--- src/rtl/hbim_pkg.sv ---
package hbim_pkg;
  localparam int ERR_PAR  = 0;
  localparam int ERR_ISO  = 1;
  localparam int ERR_ARB  = 2;
  localparam int ERR_CLK  = 3;
  localparam int ERR_SYNC = 4;
  localparam int NUM_ERR  = 5;

  typedef struct packed {
    logic slotTick;
    logic clkTimeout;
    logic syncTimeout;
    logic clearReq;
  } ctrl_strobe_t;
endpackage

--- src/rtl/hbim_ctrl.sv ---
module hbim_ctrl
  import hbim_pkg::*;
#(
  parameter int CLK_LIMIT  = 16,
  parameter int SYNC_LIMIT = 3645,
  parameter int ISO_LIMIT  = 4
) (
  input  logic         clk,
  input  logic         rstN,
  input  logic         busClk,
  input  logic         syncInd,
  input  logic         clearErr,
  input  logic         isoBad,
  output ctrl_strobe_t strobes,
  output logic         degraded
);
  localparam int CW = $clog2(CLK_LIMIT + 1);
  localparam int SW = $clog2(SYNC_LIMIT + 1);
  localparam int IW = $clog2(ISO_LIMIT + 1);

  logic          busClkQ;
  logic          syncQ;
  logic [CW-1:0] clkCnt;
  logic [SW-1:0] syncCnt;
  logic [IW-1:0] isoRun;
  logic          slotTick;
  logic          syncRise;
  logic          isoChecked;

  assign slotTick   = busClk & ~busClkQ;
  assign syncRise   = slotTick & syncInd & ~syncQ;
  assign isoChecked = slotTick & ~syncInd;

  always_ff @(posedge clk) begin
    if (!rstN) begin
      busClkQ  <= 1'b0;
      syncQ    <= 1'b0;
      clkCnt   <= '0;
      syncCnt  <= '0;
      isoRun   <= '0;
      degraded <= 1'b0;
    end else begin
      busClkQ <= busClk;
      if (slotTick) syncQ <= syncInd;

      // bus clock watchdog, in reference cycles
      if (slotTick) clkCnt <= '0;
      else if (clkCnt != CW'(CLK_LIMIT)) clkCnt <= clkCnt + 1'b1;

      // frame sync watchdog, in bus slots
      if (syncRise) syncCnt <= '0;
      else if (slotTick && syncCnt != SW'(SYNC_LIMIT)) syncCnt <= syncCnt + 1'b1;

      // consecutive isochronous pair failures
      if (clearErr) begin
        isoRun   <= '0;
        degraded <= 1'b0;
      end else if (isoChecked) begin
        if (isoBad) begin
          if (isoRun != IW'(ISO_LIMIT)) isoRun <= isoRun + 1'b1;
          if (isoRun == IW'(ISO_LIMIT - 1)) degraded <= 1'b1;
        end else begin
          isoRun <= '0;
        end
      end
    end
  end

  always_comb begin
    strobes.slotTick    = slotTick;
    strobes.clkTimeout  = (clkCnt == CW'(CLK_LIMIT));
    strobes.syncTimeout = (syncCnt == SW'(SYNC_LIMIT));
    strobes.clearReq    = clearErr;
  end

  assert_degraded_hold_R9: assert property (@(posedge clk) disable iff (!rstN)
    (degraded && !clearErr) |=> degraded)
    else $error("degraded dropped without clear");
endmodule

--- src/rtl/hbim_datapath.sv ---
module hbim_datapath
  import hbim_pkg::*;
(
  input  logic               clk,
  input  logic               rstN,
  input  ctrl_strobe_t       strobes,
  input  logic               syncInd,
  input  logic [7:0]         dataByte,
  input  logic               ctrlBit,
  input  logic               parityBit,
  input  logic               isoInd,
  input  logic               isoIndN,
  input  logic               arbInd,
  input  logic               arbIndN,
  output logic               isoBad,
  output logic               arbFault,
  output logic [NUM_ERR-1:0] errFlags,
  output logic               errEvent
);
  logic               parBad;
  logic [NUM_ERR-1:0] detect;
  logic [NUM_ERR-1:0] flagNext;
  logic [NUM_ERR-1:0] fresh;

  assign parBad   = ~^{dataByte, ctrlBit, parityBit};
  assign isoBad   = (isoInd == isoIndN);
  assign arbFault = (arbInd == arbIndN);

  always_comb begin
    detect           = '0;
    detect[ERR_PAR]  = strobes.slotTick & parBad;
    detect[ERR_ISO]  = strobes.slotTick & ~syncInd & isoBad;
    detect[ERR_ARB]  = arbFault;
    detect[ERR_CLK]  = strobes.clkTimeout;
    detect[ERR_SYNC] = strobes.syncTimeout;
  end

  for (genvar g = 0; g < NUM_ERR; g++) begin : gFlag
    assign flagNext[g] = strobes.clearReq ? detect[g] : (errFlags[g] | detect[g]);
    assign fresh[g]    = detect[g] & (strobes.clearReq | ~errFlags[g]);
  end

  always_ff @(posedge clk) begin
    if (!rstN) begin
      errFlags <= '0;
      errEvent <= 1'b0;
    end else begin
      errFlags <= flagNext;
      errEvent <= |fresh;
    end
  end

  assert_arb_flag_R3: assert property (@(posedge clk) disable iff (!rstN)
    arbFault |=> errFlags[ERR_ARB])
    else $error("arb mismatch not flagged");

  assert_sticky_R6: assert property (@(posedge clk) disable iff (!rstN)
    !strobes.clearReq |=> ((errFlags & $past(errFlags)) == $past(errFlags)))
    else $error("flag lost without clear");

  assert_event_R7: assert property (@(posedge clk) disable iff (!rstN)
    errEvent |-> (errFlags != '0))
    else $error("event without flag");

  assert_iso_skip_R2: assert property (@(posedge clk) disable iff (!rstN)
    (strobes.slotTick && syncInd && !strobes.clearReq && !errFlags[ERR_ISO])
      |=> !errFlags[ERR_ISO])
    else $error("iso pair checked in sync slot");
endmodule

--- src/rtl/hbus_integrity_mon.sv ---
module hbus_integrity_mon
  import hbim_pkg::*;
#(
  parameter int CLK_LIMIT   = 16,
  parameter int FRAME_SLOTS = 2430,
  parameter int ISO_LIMIT   = 4
) (
  input  logic       clk,
  input  logic       rstN,
  input  logic       clearErr,
  input  logic       busClk,
  input  logic       syncInd,
  input  logic [7:0] dataByte,
  input  logic       ctrlBit,
  input  logic       parityBit,
  input  logic       isoInd,
  input  logic       isoIndN,
  input  logic       arbInd,
  input  logic       arbIndN,
  output logic [4:0] errFlags,
  output logic       errEvent,
  output logic       arbFault,
  output logic       degraded,
  output logic       pktSlotOk
);
  localparam int SYNC_LIMIT = FRAME_SLOTS + FRAME_SLOTS / 2;

  ctrl_strobe_t strobes;
  logic         isoBad;

  hbim_ctrl #(
    .CLK_LIMIT (CLK_LIMIT),
    .SYNC_LIMIT(SYNC_LIMIT),
    .ISO_LIMIT (ISO_LIMIT)
  ) u_ctrl (
    .clk     (clk),
    .rstN    (rstN),
    .busClk  (busClk),
    .syncInd (syncInd),
    .clearErr(clearErr),
    .isoBad  (isoBad),
    .strobes (strobes),
    .degraded(degraded)
  );

  hbim_datapath u_dp (
    .clk      (clk),
    .rstN     (rstN),
    .strobes  (strobes),
    .syncInd  (syncInd),
    .dataByte (dataByte),
    .ctrlBit  (ctrlBit),
    .parityBit(parityBit),
    .isoInd   (isoInd),
    .isoIndN  (isoIndN),
    .arbInd   (arbInd),
    .arbIndN  (arbIndN),
    .isoBad   (isoBad),
    .arbFault (arbFault),
    .errFlags (errFlags),
    .errEvent (errEvent)
  );

  assign pktSlotOk = syncInd | (~degraded & ~isoInd);
endmodule

--- config.mk ---
export PLATFORM = sky130hd
export DESIGN_NAME = hbus_integrity_mon
export DESIGN_NICKNAME = d
export VERILOG_FILES = /design/src/rtl/hbim_pkg.sv /design/src/rtl/hbim_ctrl.sv /design/src/rtl/hbim_datapath.sv /design/src/rtl/hbus_integrity_mon.sv
export SDC_FILE = /design/constraint.sdc
export NUM_CORES = 1
export LEC_CHECK = 0
export BUFFER_PORTS_ARGS = -buffer_cell sky130_fd_sc_hd__buf_2
export CAP_MARGIN = 20
export CORE_ASPECT_RATIO = 1.75
export CORE_MARGIN = 4
export CORE_UTILIZATION = 51
export CTS_BUF_LIST = sky130_fd_sc_hd__clkbuf_4
export DETAILED_ROUTE_END_ITERATION = 16
export PLACE_DENSITY = 0.77
export REMOVE_ABC_BUFFERS = 1
export SYNTH_ARGS = -nofsm -noshare
export SYNTH_HDL_FRONTEND = slang
export SYNTH_SLANG_ARGS = --single-unit
export TNS_END_PERCENT = 100
--- constraint.sdc ---
create_clock -name clk -period 1.5 [get_ports clk]
set_input_delay 0.3 -clock clk [delete_from_list [all_inputs] [get_ports clk]]
set_output_delay 0.3 -clock clk [all_outputs]
set_load 0.1 [all_outputs]
* Yosys cells after proc, flatten, opt, wreduce, memory -nomap -nowiden
Index checks and enable logic that the tools add are counted.
** Storage, ports and cells
- Flip-flop bits (word level) :: 29
- Word-level logic and storage cells :: 69
- Input port bits :: 19
** Cells by class
- Reduce and logical (&&, ||, !) cells :: 8
- Equal/unequal tests :: 9
- Mux-type cells :: 7
- Bitwise gates (word level) :: 34
- Add/sub/neg operators :: 3
** Operators with widths (number)
- adder 12 x 1 -> 12 bit (second input constant) :: 1
- bitwise AND 1 bit :: 12
- equality test 12 bit (second input constant) :: 1
- != test 12 bit (second input constant) :: 1
- inverter 1 bit :: 11
- bitwise OR 1 bit :: 11
- XNOR reduction 10 bit :: 1
- two-way mux 3 bit :: 2
- OR reduction 2 bit :: 3
- adder 5 x 1 -> 5 bit (second input constant) :: 1
- equality test 5 bit (second input constant) :: 1
- two-way mux 1 bit :: 5
- != test 5 bit (second input constant) :: 1
- OR reduction 5 bit :: 1
- adder 3 x 1 -> 3 bit (second input constant) :: 1
- equality test 3 x 2 -> 1 bit (second input constant) :: 1
- != test 3 bit (second input constant) :: 1
- AND reduction 3 bit :: 1
- equality test 1 bit :: 2
- != test 2 bit (second input constant) :: 1
- AND reduction 2 bit :: 1
- logical AND 1 bit :: 1

* Longest topological paths before layout
- Depth in word-level cells :: 6
- Gate-level depth with buffers :: 7
- Gate-level depth less buffers :: 7

* Cells and area by module
A second synthesis with hierarchy kept.
** Second synthesis, totals
- Cells, all modules :: 174
- Area, all modules :: 1575.3 µm²
** By module, submodules not included
- hbim_ctrl :: times used 1, cells each 125, area each 1144.8 µm²
- hbim_datapath :: times used 1, cells each 48, area each 422.9 µm²
- hbus_integrity_mon :: times used 1, cells each 1, area each 7.5 µm²

* Worst setup path after synthesis
OpenSTA, ideal clock, no wires.
- Path type :: register to output
- Start point :: reg u_ctrl.degraded
- End point :: out pktSlotOk
- Path buffers :: 0
- Data arrival time :: 2.215 ns
- Slack :: -1.015 ns
- Data required time :: 1.200 ns
- Stages on the path, launching flop included :: 2
- Path through :: dfxtp_1 > o21bai_1
** Between the ends
- Longest elaborated chain between the ends :: 3
** RTL lines
- from (decl) :: RTL line hbim_ctrl.sv:15 : output logic degraded
- from (signal assigned) :: RTL line hbim_ctrl.sv:41 : degraded <= 1'b0;
- from (signal assigned) :: RTL line hbim_ctrl.sv:57 : degraded <= 1'b0;
- from (signal assigned) :: RTL line hbim_ctrl.sv:61 : if (isoRun == IW'(ISO_LIMIT - 1)) degraded <= 1'b1;
- inverter 1 bit :: RTL line hbus_integrity_mon.sv:64 : assign pktSlotOk = syncInd | (~degraded & ~isoInd);
- bitwise AND 1 bit :: RTL line hbus_integrity_mon.sv:64
- bitwise OR 1 bit :: RTL line hbus_integrity_mon.sv:64
- to (decl) :: RTL line hbus_integrity_mon.sv:24 : output logic pktSlotOk
Every way passes these cells.

* Final worst setup path
- Start point :: reg u_ctrl.syncCnt[1]
- End point :: reg u_ctrl.syncCnt[4]
** Between the ends
- Longest elaborated chain between the ends :: 2
- Elaborated cells on any way between the ends :: 3
- Classes of those cells :: add/sub: 1; eq/ne: 1; reduce/logical: 1
** RTL lines
- from (decl) :: RTL line hbim_ctrl.sv:24 : logic [SW-1:0] syncCnt;
- from (signal assigned) :: RTL line hbim_ctrl.sv:52 : else if (slotTick && syncCnt != SW'(SYNC_LIMIT)) syncCnt <= syncCnt + 1'b1;
- parallel branches: the longest is 2 deep, another holds adder 12 x 1 -> 12 bit
Several ways; the timed one is not identified.
A chain may end at the register's enable or synchronous reset.

==> impl_metrics.json <==
{
  "leakagePower_nw": 0.8355,
  "hold_path_class": "input pin to register",
  "cp.required_ps": 1720,
  "grt_pass1_vias": 1318,
  "synth_area_um2": 1524,
  "grt_antenna_before_repair": 0,
  "power.share.sequential": 0.440,
  "status": "finished, violations left",
  "cp_max_fo": 5,
  "worst_slew_pin_slew_ps": 501.9,
  "max_freq_mhz": 627.2,
  "dieArea_um2": 3961,
  "powerDensity_nw_per_um2": 919.8,
  "hold_depth": 2,
  "grt_use_total": 0.1858,
  "critPathLaunchType": "register",
  "worst_path_dominant_cell_family": "simple AND/OR/NAND/NOR gates",
  "portBuffers": 27,
  "wl_met1_um": 1261,
  "hpwl_um": 2598,
  "start_util": 0.5264,
  "p_comb_frac": 0.215,
  "power.internal_mw": 1.312,
  "wl_um": 3429,
  "vdd_drop_max_v": 0.0007095,
  "syn_avg_cell_area_um2": 9.236,
  "ant_nets": 0,
  "criticalPathCategory": "register to register",
  "yosysSeqAreaShare": 0.3810,
  "min_from": "busClk",
  "grt_setup_unrepaired": "true",
  "yosys_register_bits": 29,
  "swShare": 0.2879,
  "max_slew_margin": 0.6677,
  "reg2regPathDepth": 8,
  "wl_met2_um": 1937,
  "reg2reg_to": "u_ctrl.syncCnt[4]",
  "cts.clk_slew.worst_paths_ps": 90,
  "place.gp.congestion": 0.7500,
  "hold_buffers": 0,
  "synth-edff-count": 0,
  "violations": "negative setup slack",
  "overflow": 0,
  "route.detailed.drc": 0,
  "cts_sinks": 29,
  "grt_start_max_net_pins": 13,
  "drive_gt1_frac": 0.3535,
  "area_growth_pct": 31.44,
  "critPathBufInv": 2,
  "reg2reg_from": "u_ctrl.syncCnt[1]",
  "die_h_um": 80.32,
  "cts_root_buffer": "clkbuf_4",
  "cp_slowest_cell": "nor3_4",
  "top_layer": "met4",
  "crit_path_cell_trace": "inv_2, ha_4, nand4_1, nor3_4, buf_6, nor4b_4, xnor2_1, nor2_1",
  "die_w_um": 49.32,
  "power.total_mw": 1.842,
  "maxCapViolations": 0,
  "drv_slew": 0,
  "ys.flop_type": "dfxtp_1",
  "worst_slack_ps": -94.44,
  "row_count": 26,
  "num_io_pins": 28,
  "grt_pass1_wl_um": 5561,
  "core_area_um2": 2895,
  "setup_viol": 5,
  "period_needed_ps": 1594,
  "fin_crit_sh": 1.063,
  "vias": 1315,
  "numCtsBuffers": 5,
  "drt_iter0_markers": 29,
  "route.met3.wl_um": 151,
  "clkPwrFrac": 0.345,
  "yosysWarnings": 0,
  "async_reset_ff_frac": 0,
  "yosysUniqueCellTypes": 40,
  "h-tree-depth": 2,
  "clkLatencyLatePin_ps": 330,
  "dr.pass1.iters": 4,
  "clk_path_buf_depth": 2,
  "synthCells": 165,
  "n_fill_cell": 229,
  "ff2ff_setup_slack_ps": -90,
  "crit_start": "u_ctrl.syncCnt[1]",
  "cp.arrival_ps": 1810,
  "cts_tree": "built",
  "fin_worst_skew_ps": 8.982,
  "viasPerCell": 5.412,
  "nNetsFinal": 240,
  "antenna_cells": 0,
  "end_kind": "register",
  "avgRoutedWirePerCell_um": 14.11,
  "p_switching_mw": 0.5305,
  "min_to": "u_ctrl.busClkQ",
  "slowest_delay_ps": 360,
  "hold_viol": 0,
  "tns_ps": -289.8
}
## how the worst max path moves through the flow
stage,end,cells past startpoint
2_1_floorplan,pktSlotOk,1
3_3_place_gp,u_dp.errEvent,6
3_5_place_dp,u_dp.errEvent,6
4_1_cts,u_ctrl.syncCnt[0],7
5_1_grt,u_ctrl.syncCnt[4],8
6_report,u_ctrl.syncCnt[4],8
## layout make-up
class	instances	area, um^2	area share
Tap cell	28	35.03	0.01749
Clock buffer	6	45.04	0.02249
Multi-Input combinational cell	124	960.9	0.4797
Clock inverter	2	33.78	0.01686
Timing Repair Buffer	45	309.0	0.1543
Sequential cell	29	585.6	0.2923
Inverter	9	33.78	0.01686
## logic make-up (layout without fill, tap and decap cells)
| kind of cell | after synthesis | after routing | share of synthesized area |
|---|---|---|---|
| AO/OA/AOI/OAI | 20 | 20 | 0.09113 |
| XOR/XNOR | 24 | 24 | 0.1470 |
| adder cells (fa/ha/maj) | 7 | 7 | 0.05747 |
| buffers and inverters | 12 | 62 | 0.03694 |
| flip-flops | 29 | 29 | 0.3810 |
| multiplexers | 2 | 2 | 0.01314 |
| AND/OR/NAND/NOR | 71 | 71 | 0.2734 |
## cells in the mapped netlist, drive strengths merged, types with 2 or more instances
cell type,n,area share
nand2,7,0.017
a22oi,2,0.0098
nand3,7,0.023
nor2,25,0.062
a21boi,4,0.020
inv,9,0.022
xor2,9,0.052
nor4b,2,0.011
nor4,3,0.012
a21oi,4,0.013
and2,2,0.0090
mux2i,2,0.013
o21ai,3,0.0098
nand2b,6,0.025
xnor2,14,0.080
nor3,3,0.017
o21a,2,0.0098
nand4,6,0.034
dfxtp,29,0.38
buf,2,0.012
or3,3,0.022
ha,7,0.057
## flip-flops by register name (all words and copies together) (netlist names)
name,cells
u_ctrl.syncCnt,12
u_ctrl.clkCnt,5
u_dp.errFlags,5
u_ctrl.isoRun,3
u_ctrl.busClkQ,1
u_ctrl.degraded,1
u_ctrl.syncQ,1
u_dp.errEvent,1
## power by group through the flow
stage               logic (mW)  clock network, mW  registers [mW]
floorplan                0.174                  0           0.913
global placement         0.364                  0           0.825
detailed placement       0.379                  0           0.826
CTS                      0.381              0.658           0.808
global route             0.424              0.703           0.814
finish                   0.395              0.636           0.811
## layer usage
metal | up-vias | track usage
li1 | 663 | -
met4 | 0 | 0.08832
met5 | - | 0
met3 | 9 | 0.06494
met2 | 28 | 0.3562
met1 | 615 | 0.1684
## worst reg2reg max path, delay by kind of cell, from the launching register on
kind                       cells  cell delay, ps
and+or+nand+nor                4             680
DFF                            1             330
buffers and inverters          2             210
xor gates and xnor gates       1             150
adders and majority gates      1             130
## per-stage QoR
stage	utilization	instances	setup slack, ps	hold WS (ps)	area, um^2
finish	0.6919	243	-94.44	190.1	2003
global route	0.6919	243	-192.9	184.9	2003
CTS	0.6564	240	10.00	179.0	1901
floorplan	-	162	-1015	417.5	1501
detailed placement	0.6266	232	-91.55	494.1	1814
global placement	0.6266	232	-25.69	469.2	1814
## repair_timing
action | CTS | global route
gates resized for setup | 2 | 19
setup endpoints to repair | 2 | 17
buffers inserted | 0 | 3
pin swaps | 0 | 5
## layout by cell type (no fill, tap or decap), drive strengths merged, types with 3 or more instances in the layout
| master | n |
|---|---|
| clkbuf | 8 |
| nor3 | 3 |
| xnor2 | 14 |
| nand2b | 6 |
| nor2 | 25 |
| xor2 | 9 |
| dfxtp | 29 |
| nand3 | 7 |
| a21oi | 4 |
| nand2 | 7 |
| o21ai | 3 |
| inv | 9 |
| ha | 7 |
| buf | 43 |
| a21boi | 4 |
| nor4 | 3 |
| or3 | 3 |
| nand4 | 6 |
(Power assumes the default switching activity.)
